$ cat config.mk
export PLATFORM = sky130hd
export DESIGN_NAME = scale_comp_pipe
export DESIGN_NICKNAME = d
export VERILOG_FILES = /design/src/rtl/scale_comp_pkg.sv /design/src/rtl/scale_ctrl_rom.sv /design/src/rtl/scale_stage.sv /design/src/rtl/scale_comp_pipe.sv
export SDC_FILE = /design/constraint.sdc
export NUM_CORES = 1
export LEC_CHECK = 0
export CAP_MARGIN = 20
export CELL_PAD_IN_SITES_DETAIL_PLACEMENT = 1
export CELL_PAD_IN_SITES_GLOBAL_PLACEMENT = 1
export CORE_MARGIN = 5
export CORE_UTILIZATION = 43
export DETAILED_ROUTE_END_ITERATION = 16
export HOLD_SLACK_MARGIN = 0.1
export MAX_ROUTING_LAYER = met4
export PLACE_DENSITY = 0.7
export SETUP_SLACK_MARGIN = 0.3
export SLEW_MARGIN = 20
export SYNTH_ARGS = -nofsm -noshare
export SYNTH_HDL_FRONTEND = slang
export SYNTH_SLANG_ARGS = --single-unit
$ cat constraint.sdc
create_clock -name clk_i -period 0.8 [get_ports clk_i]
set_input_delay 0.16 -clock clk_i [delete_from_list [all_inputs] [get_ports clk_i]]
set_output_delay 0.16 -clock clk_i [all_outputs]
set_load 0.03 [all_outputs]
$ cat src/rtl/scale_comp_pkg.sv
package scale_comp_pkg;
  function automatic int shift_w(int data_w);
    return (data_w < 2) ? 1 : $clog2(data_w);
  endfunction

  // enable + subtract + shift amount
  function automatic int field_w(int data_w);
    return shift_w(data_w) + 2;
  endfunction

  function automatic int idx_w(int n_gain);
    return (n_gain < 2) ? 1 : $clog2(n_gain);
  endfunction
endpackage

$ cat src/rtl/scale_ctrl_rom.sv
module scale_ctrl_rom
  import scale_comp_pkg::*;
#(
  parameter int N_GAIN = 16,
  parameter int WORD_W = 42,
  parameter logic [N_GAIN-1:0][WORD_W-1:0] TABLE = '0
) (
  input  logic [idx_w(N_GAIN)-1:0] idx_i,
  output logic [WORD_W-1:0]        word_o
);
  localparam int IDX_W = idx_w(N_GAIN);

  generate
    if (N_GAIN == (1 << IDX_W)) begin : g_full
      assign word_o = TABLE[idx_i];
    end else begin : g_part
      // unused codes map to an all-disabled word
      always_comb begin
        word_o = '0;
        for (int g = 0; g < N_GAIN; g++)
          if (idx_i == IDX_W'(g)) word_o = TABLE[g];
      end
    end
  endgenerate
endmodule

$ cat src/rtl/scale_stage.sv
module scale_stage
  import scale_comp_pkg::*;
#(
  parameter int DATA_W = 16
) (
  input  logic [DATA_W-1:0]          v_i,
  input  logic [field_w(DATA_W)-1:0] fld_i,
  output logic [DATA_W-1:0]          v_o
);
  localparam int SH_W = shift_w(DATA_W);

  logic            en, sub;
  logic [SH_W-1:0] sh;
  assign en  = fld_i[SH_W+1];
  assign sub = fld_i[SH_W];
  assign sh  = fld_i[SH_W-1:0];

  // one mux row per shift bit, each a fixed wired shift of 2^b
  logic signed [DATA_W-1:0] row [SH_W+1];
  assign row[0] = $signed(v_i);

  generate
    for (genvar b = 0; b < SH_W; b++) begin : g_row
      localparam int AMT = 1 << b;
      assign row[b+1] = sh[b] ? (row[b] >>> AMT) : row[b];
    end
  endgenerate

  logic [DATA_W-1:0] term;
  assign term = en ? DATA_W'(row[SH_W]) : '0;
  assign v_o  = sub ? (v_i - term) : (v_i + term);
endmodule

$ cat src/rtl/scale_comp_pipe.sv
module scale_comp_pipe
  import scale_comp_pkg::*;
#(
  parameter int DATA_W  = 16,
  parameter int N_GAIN  = 16,
  parameter int N_STAGE = 7,
  parameter logic [N_GAIN-1:0][N_STAGE*field_w(DATA_W)-1:0] CTRL_TABLE = '0
) (
  input  logic                      clk_i,
  input  logic                      rst_ni,
  input  logic                      valid_i,
  input  logic [idx_w(N_GAIN)-1:0]  gain_idx_i,
  input  logic [DATA_W-1:0]         x_i,
  input  logic [DATA_W-1:0]         y_i,
  output logic                      valid_o,
  output logic [DATA_W-1:0]         x_o,
  output logic [DATA_W-1:0]         y_o
);
  localparam int FLD_W  = field_w(DATA_W);
  localparam int WORD_W = N_STAGE * FLD_W;

  logic [WORD_W-1:0] rom_word;

  scale_ctrl_rom #(
    .N_GAIN (N_GAIN),
    .WORD_W (WORD_W),
    .TABLE  (CTRL_TABLE)
  ) u_rom (
    .idx_i  (gain_idx_i),
    .word_o (rom_word)
  );

  logic [N_STAGE:0][DATA_W-1:0] x_q, y_q;
  logic [N_STAGE:0][WORD_W-1:0] ctrl_q;
  logic [N_STAGE:0]             vld_q;
  logic [N_STAGE-1:0][DATA_W-1:0] x_nxt, y_nxt;

  generate
    for (genvar s = 0; s < N_STAGE; s++) begin : g_stage
      scale_stage #(.DATA_W(DATA_W)) u_sx (
        .v_i   (x_q[s]),
        .fld_i (ctrl_q[s][s*FLD_W +: FLD_W]),
        .v_o   (x_nxt[s])
      );
      scale_stage #(.DATA_W(DATA_W)) u_sy (
        .v_i   (y_q[s]),
        .fld_i (ctrl_q[s][s*FLD_W +: FLD_W]),
        .v_o   (y_nxt[s])
      );
    end
  endgenerate

  always_ff @(posedge clk_i or negedge rst_ni) begin
    if (!rst_ni) begin
      x_q    <= '0;
      y_q    <= '0;
      ctrl_q <= '0;
      vld_q  <= '0;
    end else begin
      x_q[0]    <= x_i;
      y_q[0]    <= y_i;
      ctrl_q[0] <= rom_word;
      vld_q[0]  <= valid_i;
      for (int s = 0; s < N_STAGE; s++) begin
        x_q[s+1]    <= x_nxt[s];
        y_q[s+1]    <= y_nxt[s];
        ctrl_q[s+1] <= ctrl_q[s];
        vld_q[s+1]  <= vld_q[s];
      end
    end
  end

  assign valid_o = vld_q[N_STAGE];
  assign x_o     = x_q[N_STAGE];
  assign y_o     = y_q[N_STAGE];
endmodule

# Word-level counts from Yosys, hierarchy flattened
# Memories as Yosys holds them, arrays and structs flattened. A register that Yosys moved wholly into a read port is not among the register bits.
# Index checks and enable logic that the tools add are counted.
dict set report word_totals {
  reg_bits 516
  mem_bits_ro 672
  in_bits 39
  output_inout_bits 33
  wordCells 137
  mem_count 1
}
dict set report classes {
  add_sub_neg 28
  muxes 84
  n_reduce_logical 1
}
# name depth width read_ports rd_ports_with_merged_regs write_ports line
set mem_list {}
lappend mem_list {{(name not given)} 16 42 1 1 0 scale_ctrl_rom.sv:15} ;# assign word_o = TABLE[idx_i];
# operator count
set op_table {}
lappend op_table {{$mux 15} 56}
lappend op_table {{$mux 16} 28}
lappend op_table {{$add 16x16->16} 14}
lappend op_table {{$sub 16x16->16} 14}
lappend op_table {{$logic_not 1->1} 1}

# Longest topological paths before layout
# Gate-level depths: netlist of run 1.
dict set report depth {
  ltp_word 7
  mapped_depth 0
  mapped_depth_nobuf 0
}

# Modules after synthesis
# A second synthesis of run 1 with hierarchy kept.
dict set report hier_totals {
  hier_cells 3826
  hier_area_um2 37568.5
}
# mod instances cells_per_inst area_each_um2 seq_area_each_um2
set by_module_without_submodules {}
lappend by_module_without_submodules {{scale_stage at g_stage[0].u_sx ...} 9 231 1834.3 0.0}
lappend by_module_without_submodules {scale_comp_pipe 1 464 11050.6 10810.4}
lappend by_module_without_submodules {{scale_stage at g_stage[4].u_sy ...} 5 248 1938.1 0.0}
lappend by_module_without_submodules {scale_ctrl_rom 1 43 319.1 0.0}

# Least setup slack after synthesis of run 1
# No wires, ideal clock.
dict set report synth_path {
  path_type {flip-flop to output port}
  startpoint {register vld_q[7]}
  endpoint {output port valid_o}
  t_arrival_ns 0.467
  required_time_ns 0.640
  slack_ns 0.173
  path_stages_with_launch 1
  path_buffers 0
  cell_sequence {dfrtp_1}
}
# element line
set synth_rtl {}
lappend synth_rtl {{start: declaration} scale_comp_pipe.sv:35} ;# logic [N_STAGE:0] vld_q;
lappend synth_rtl {{start signal: indexed assignment} scale_comp_pipe.sv:68} ;# vld_q[s+1] <= vld_q[s];
lappend synth_rtl {{end: declaration} scale_comp_pipe.sv:15} ;# output logic valid_o,
# No word-level cell between the ends.

# Final worst setup path of run 1
dict set report layout_path {
  startpoint {register x_q (netlist bit x_o[4])}
  endpoint {output port x_o[4]}
}
# element line
set layout_rtl {}
lappend layout_rtl {{start: declaration} scale_comp_pipe.sv:33} ;# logic [N_STAGE:0][DATA_W-1:0] x_q, y_q;
lappend layout_rtl {{start signal: indexed assignment} scale_comp_pipe.sv:65} ;# x_q[s+1] <= x_nxt[s];
lappend layout_rtl {{end: declaration} scale_comp_pipe.sv:16} ;# output logic [DATA_W-1:0] x_o,
# No word-level cell between the ends.

==> results of run 1 <==
## layer usage
layer	part of all wire (%)	wire length, um
met1	39	3470
met2	52	4580
met3	5.9	517
met4	2.7	242
met5	0	0
## metrics by stage
stage | cell area [um^2] | TNS, ns
3_5_place_dp | 7620 | 0
5_1_grt | 8540 | -14.02
3_3_place_gp | 7620 | 0
6_report | 8540 | -12.65
4_1_cts | 8540 | -13.56
2_1_floorplan | 6650 | 0
## cells by family (layout without fill, tap and decap cells)
family | after synthesis | after routing | share of synthesized area [%]
flops | 264 | 264 | 100
buf+inv | 0 | 123 | 0
## flip-flops by register name, summed over array words and instances, names as in the netlist
name,cells
x_q,112
y_q,112
x_o,16
y_o,16
vld_q,8
## cell usage after synthesis (all sizes together)
cell,count
dfrtp,264
## cells in the final DEF, fill, tap and decap left out
cell type	Yosys	routed
dfrtp_2	0	33
buf_4	0	9
clkbuf_8	0	3
dfrtp_1	264	231
clkbuf_1	0	6
buf_8	0	1
inv_6	0	1
clkbuf_16	0	25
buf_12	0	4
buf_6	0	33
bufinv_16	0	2
clkdlybuf4s50_1	0	33
clkinv_2	0	6
## power by group
part | total [mW] | internal [mW] | switching, mW | leakage, nW
registers | 14.3 | 14.0 | 0.213 | 3.04
clock network | 11.2 | 6.66 | 4.52 | 0.393
logic | 0.863 | 0.374 | 0.488 | 0.417
## cell type report
class,instances,area share (%)
clock inverters,9,1.16
well taps,188,2.76
repair buffers,80,10.1
clock buffers,34,8.08
flip-flops and latches,264,77.9
## path summary, 6_finish.rpt
check | start | end | slack (ns) | cells after the start
hold / removal | rst_ni | x_q[10] | -0.46 | 1
setup / recovery | x_o[4] | x_o[4] | -0.40 | 1
hold reg to reg | y_q[9] | y_q[25] | 0.34 | 0
min in group clk_i | y_i[3] | y_q[3] | 0.10 | 1
setup reg to reg | y_q[29] | y_q[45] | 0.30 | 0
max in group asynchronous | rst_ni | x_o[9] | 0.74 | 2
## timing repair
| action | CTS | global route |
|---|---|---|
| resized for setup | 33 | 0 |
| endpoints found under the setup margin | 43 | 62 |
| hold endpoints to repair | 286 | 285 |
==> reports/metrics.csv, run 1 <==
stage,metric,value,unit
synthesis,synth.distinct_cells,1,
cts,cts_buffers,25,
floorplan,dieHeight,134,um
floorplan,core_region_area,15100,um^2
floorplan,die_w,134,um
sta,worst_pin_slew,0.316,ns
run_status,failed_checks,"negative hold slack, negative setup slack",
critical_path,path_cells,buf_6,
sta,fin_ws,-0.397,ns
cts,cts_max_path_buffers,3,
synthesis,syn_inst,264,
sta,fmax,836,MHz
grt,gr-total-overflow,0,
critical_path,cp-start-kind,register,
sta,hold_viol,264,
placed_design,numPortBuffers,67,
grt,grt_pass1_wl,15.2,mm
run_status,status,"finished, violations left",
routing,viasPerCell,4.19,
placed_design,dpl.hpwl,4.99,mm
cts,cts_root_buffer,clkbuf_16,
synthesis,yosysWarnings,0,
critical_path,path_class,reg -> out,
grt,grt_use_met2,18.1,%
sta,hold-worst-slack,-0.459,ns
floorplan,placementRows,45,
placed_design,dpl_worst_slack,0.0778,ns
power,leakage,3.85,nW
routing,vias,2409,
routing,drcViolationCount,0,
grt,met1_usage,13.6,%
sta,slew_headroom,78.9,%
cts,cts.sinks,264,
cts,htreeDepth,1,
synthesis,synth.top_cells.by_area,dfrtp_1 100%,
critical_path,cpLargestDelayFamily,flip-flops,
floorplan,dieArea,17900,um^2
synthesis,mappedNetlistArea,6610,um^2
cts,clkLatencyLatePin,0.49,ns
synthesis,yosys.area.top_type,dfrtp_1,
critical_path,crit_path_end_kind,output port,
sta,period_share,150,%
cts,cts_tree,done,
synthesis,ys_seq_elements,264,
cts,path_clk_slew,0.06,ns
synthesis,synth_top_area_share,100,%
finish,syn2layout_area_growth,29.2,%
sta,period_minus_slack,1.20,ns
critical_path,cp_max_fo,1,
grt,grt_max_degree,39,
floorplan,initial_utilization,43.6,%
finish,layout.nets,410,
critical_path,cp_slowest_cell,dfrtp_2,
finish,seq_area,6650,um^2
finish,fillers,1308,
routing,drt_iter0_markers,56,
grt,grt.total_usage,11.2,%
power,vdd_drop_max,1.61,mV
sta,skew,0.00659,ns
routing,postRouteAntennaNets,0,
placed_design,place_congestion,0.622,
run,drv_cap,0,
sta,rsz0062_at_grt,true,
synthesis,syn_avg_cell_area,25.0,um^2
routing,wl_per_cell,15.3,um
critical_path,critPathMaxStageDelay,0.40,ns
sta,setup_viol,33,
floorplan,top_level_ports,72,
grt,antenna_found_initial,0,
finish,multi_input_area,0,um^2
grt,grt_pass1_vias,2853,
grt,grt-busiest-layer,met2,
grt,met3_usage,2.85,%
cts,post_cts_buffers,0,
worst_hold_path,hp-class,in -> async,
critical_path,cp_num_buf_inv,1,
finish,final_core_util,56.4,%
finish,drive_gt1_share,30.2,%
critical_path,cp.arrival,1.04,ns
placed_design,dp.cells,532,
routing,drt_first_pass_iters,2,
sta,slew_viol_final,0,
power,p_per_area,3080,nW/um^2
power,p_total,26.3,mW
finish,diodes,0,
finish,layoutNonFillerInstCount,575,
critical_path,worstPathRequired,0.64,ns
routing,routed_wl,8.81,mm
finish,multi_input_gates,0,
synthesis,ys_seq_area_share,100,%
synthesis,synth_nets,303,
Power figures use the tool's default switching activity.
==> inputs of run 2 (changes only) <==
--- a/config.mk
+++ b/config.mk
@@ -14,6 +14,7 @@
 export HOLD_SLACK_MARGIN = 0.1
 export MAX_ROUTING_LAYER = met4
 export PLACE_DENSITY = 0.7
+export REMOVE_ABC_BUFFERS = 1
 export SETUP_SLACK_MARGIN = 0.3
 export SLEW_MARGIN = 20
 export SYNTH_ARGS = -nofsm -noshare
==> constraint.sdc (replaced) <==
create_clock -name clk_i -period 0.8 [get_ports clk_i]
set_input_delay 0.24 -clock clk_i [delete_from_list [all_inputs] [get_ports clk_i]]
set_output_delay 0.24 -clock clk_i [all_outputs]
set_load 0.03 [all_outputs]
==> reports/metrics.csv, run 2 (synthesis gave the netlist of run 1 again) <==
stage,metric,value,unit,change
run_status,status,"finished, violations left",,unchanged
run_status,failed_checks,"negative hold slack, negative setup slack",,unchanged
critical_path,cp_num_buf_inv,1,,unchanged
cts,cts_root_buffer,clkbuf_16,,unchanged
floorplan,initial_utilization,43.6,%,unchanged
critical_path,worstReg2RegEnd,x_q[20],,was y_q[45]
grt,grt-busiest-layer,met2,,unchanged
placed_design,numPortBuffers,67,,unchanged
sta,period_minus_slack,1.30,ns,was 1.20 ns
sta,fin_ws,-0.497,ns,was -0.397 ns
critical_path,critPathMaxStageDelay,0.41,ns,was 0.40 ns
power,comb_power_share,3.3,%,about the same
sta,skew,0.00906,ns,was 0.00659 ns
critical_path,cp_slowest_cell,dfrtp_1,,was dfrtp_2
grt,grt_max_degree,49,,was 39
sta,hold_viol,264,,unchanged
finish,multi_input_gates,0,,unchanged
critical_path,cp.arrival,1.06,ns,was 1.04 ns
power,p_total,26.1,mW,was 26.3 mW
routing,routed_wl,8.23,mm,was 8.81 mm
sta,worst_pin_slew,0.244,ns,was 0.316 ns
grt,grt_pass1_vias,2875,,was 2853
routing,viasPerCell,4.16,,was 4.19
power,vdd_drop_max,1.93,mV,was 1.61 mV
sta,setup_tns,-14.54,ns,was -12.65 ns
sta,hold-worst-slack,-0.406,ns,was -0.459 ns
power,p_int,21.1,mW,about the same
finish,diodes,0,,unchanged
run,drv_cap,0,,unchanged
power,p_per_area,3080,nW/um^2,about the same
placed_design,place_congestion,0.616,,was 0.622
routing,drt_iter0_markers,119,,was 56
floorplan,core_region_area,15100,um^2,unchanged
floorplan,die_w,134,um,unchanged
floorplan,dieArea,17900,um^2,unchanged
sta,setup_viol,33,,unchanged
grt,antenna_found_initial,0,,unchanged
sta,slew_headroom,83.7,%,was 78.9%
routing,postRouteAntennaNets,0,,unchanged
power,seq_power_share,54.5,%,was 54.2%
finish,reg_top3,"x_q x112, y_q x112",,unchanged
cts,cts_tree,done,,unchanged
critical_path,path_cells,buf_12,,was buf_6
placed_design,post_dp_cell_area,7590,um^2,was 7620 um^2
cts,cts_max_path_buffers,3,,unchanged
grt,met3_usage,2.18,%,was 2.85%
critical_path,rr_worst_depth,0,,unchanged
cts,clkLatencyLatePin,0.49,ns,about the same
worst_hold_path,hp-class,in -> async,,unchanged
sta,slew_viol_final,0,,unchanged
power,clkPwrFrac,42.2,%,was 42.5%
placed_design,dpl.hpwl,5.05,mm,was 4.99 mm
sta,rsz0062_at_grt,true,,unchanged
power,swShare,19.4,%,was 19.8%
grt,gr-total-overflow,0,,unchanged
critical_path,cpLargestDelayFamily,flip-flops,,unchanged
finish,mostFrequentLayoutCells,"264 x dfrtp_1, 33 x clkdlybuf4s50_1, 31 x buf_6",,"was 231 x dfrtp_1, 33 x clkdlybuf4s50_1, 33 x buf_6, 33 x dfrtp_2, 25 x clkbuf_16"
critical_path,cp-start-kind,register,,unchanged
cts,htreeDepth,1,,unchanged
power,leakage,3.88,nW,was 3.85 nW
finish,layout.nets,405,,was 410
cts,cts_buffers,25,,unchanged
finish,final_common_cell,dfrtp_1,,unchanged
critical_path,r2r_start,x_q[4],,was y_q[29]
sta,fmax,771,MHz,was 836 MHz
finish,design_area,8500,um^2,was 8540 um^2
finish,drive_gt1_share,20.9,%,was 30.2%
critical_path,cp_max_fo,1,,unchanged
routing,drt_first_pass_iters,2,,unchanged
sta,period_share,162,%,was 150%
finish,syn2layout_area_growth,28.7,%,was 29.2%
floorplan,dieHeight,134,um,unchanged
critical_path,path_class,reg -> out,,unchanged
floorplan,placementRows,45,,unchanged
floorplan,top_level_ports,72,,unchanged
critical_path,crit_path_end_kind,output port,,unchanged
routing,wl_per_cell,14.4,um,was 15.3 um
cts,cts.sinks,264,,unchanged
finish,multi_input_area,0,um^2,unchanged
grt,grt_use_met2,16.0,%,was 18.1%
routing,vias,2375,,was 2409
grt,met1_usage,13.9,%,was 13.6%
critical_path,rrSetupSlack,0.30,ns,about the same
grt,grt_pass1_wl,14.7,mm,was 15.2 mm
cts,path_clk_slew,0.06,ns,about the same
critical_path,worstPathRequired,0.56,ns,was 0.64 ns
power,switching_power,5.08,mW,was 5.22 mW
grt,grt.total_usage,10.5,%,was 11.2%
routing,drcViolationCount,0,,unchanged
run 2: changes by cell type in the layout (fill, tap and decap cells not counted), moves of 2 or more:
cell	previous run	this run
dfrtp_1	231	264
dfrtp_2	33	0
buf_4	9	2
buf_12	4	8
buf_6	33	31
clkinv_2	6	8
run 2: power groups by stage:
stage | clock network (mW) | logic [mW] | registers (mW)
detailed placement | 0 | 0.846 | 14.5
global placement | 0 | 0.819 | 14.4
CTS | 11.4 | 0.896 | 14.3
global route | 12.1 | 0.953 | 14.3
floorplan | 0 | 0 | 14.6
finish | 11.0 | 0.863 | 14.2
run 2: how the worst max path moves through the flow:
| stage | startpoint | endpoint | slack [ns] | cells past startpoint |
|---|---|---|---|---|
| 4_1_cts | x_o[14] | x_o[14] | -0.53 | 1 |
| 3_5_place_dp | x_i[12] | x_q[12] | -0.004 | 1 |
| 2_1_floorplan | vld_q[7] | valid_o | 0.09 | 0 |
| 3_3_place_gp | x_i[0] | x_q[0] | 0.02 | 1 |
| 6_report | x_o[14] | x_o[14] | -0.50 | 1 |
| 5_1_grt | x_o[14] | x_o[14] | -0.53 | 1 |
run 2: final cells by class:
cell class            instances  area, um^2
clock inverter               10         100
timing repair buffer         75         870
sequential                  264        6610
fill                       1290        6650
clock buffer                 34         689
tap                         188         235
run 2: what timing repair did:
item	CTS	global route
gates cloned	0	0
endpoints found under the setup margin	38	50
buffers inserted	0	0
gates resized for setup	31	0
hold endpoints to repair	264	264
run 2: through the flow:
step | util (%) | instances | setup slack (ns)
after CTS | 56.1 | 571 | -0.527
after global placement | 50.1 | 527 | 0.0188
after detailed placement | 50.1 | 527 | -0.00404
after global routing | 56.1 | 571 | -0.534
after floorplan | - | 264 | 0.0926
final | 56.1 | 571 | -0.497
run 2: layer usage:
metal	vias up	wire length, um
li1	1025	-
met5	-	0
met3	21	442
met2	67	4150
met1	1262	3390
met4	0	244
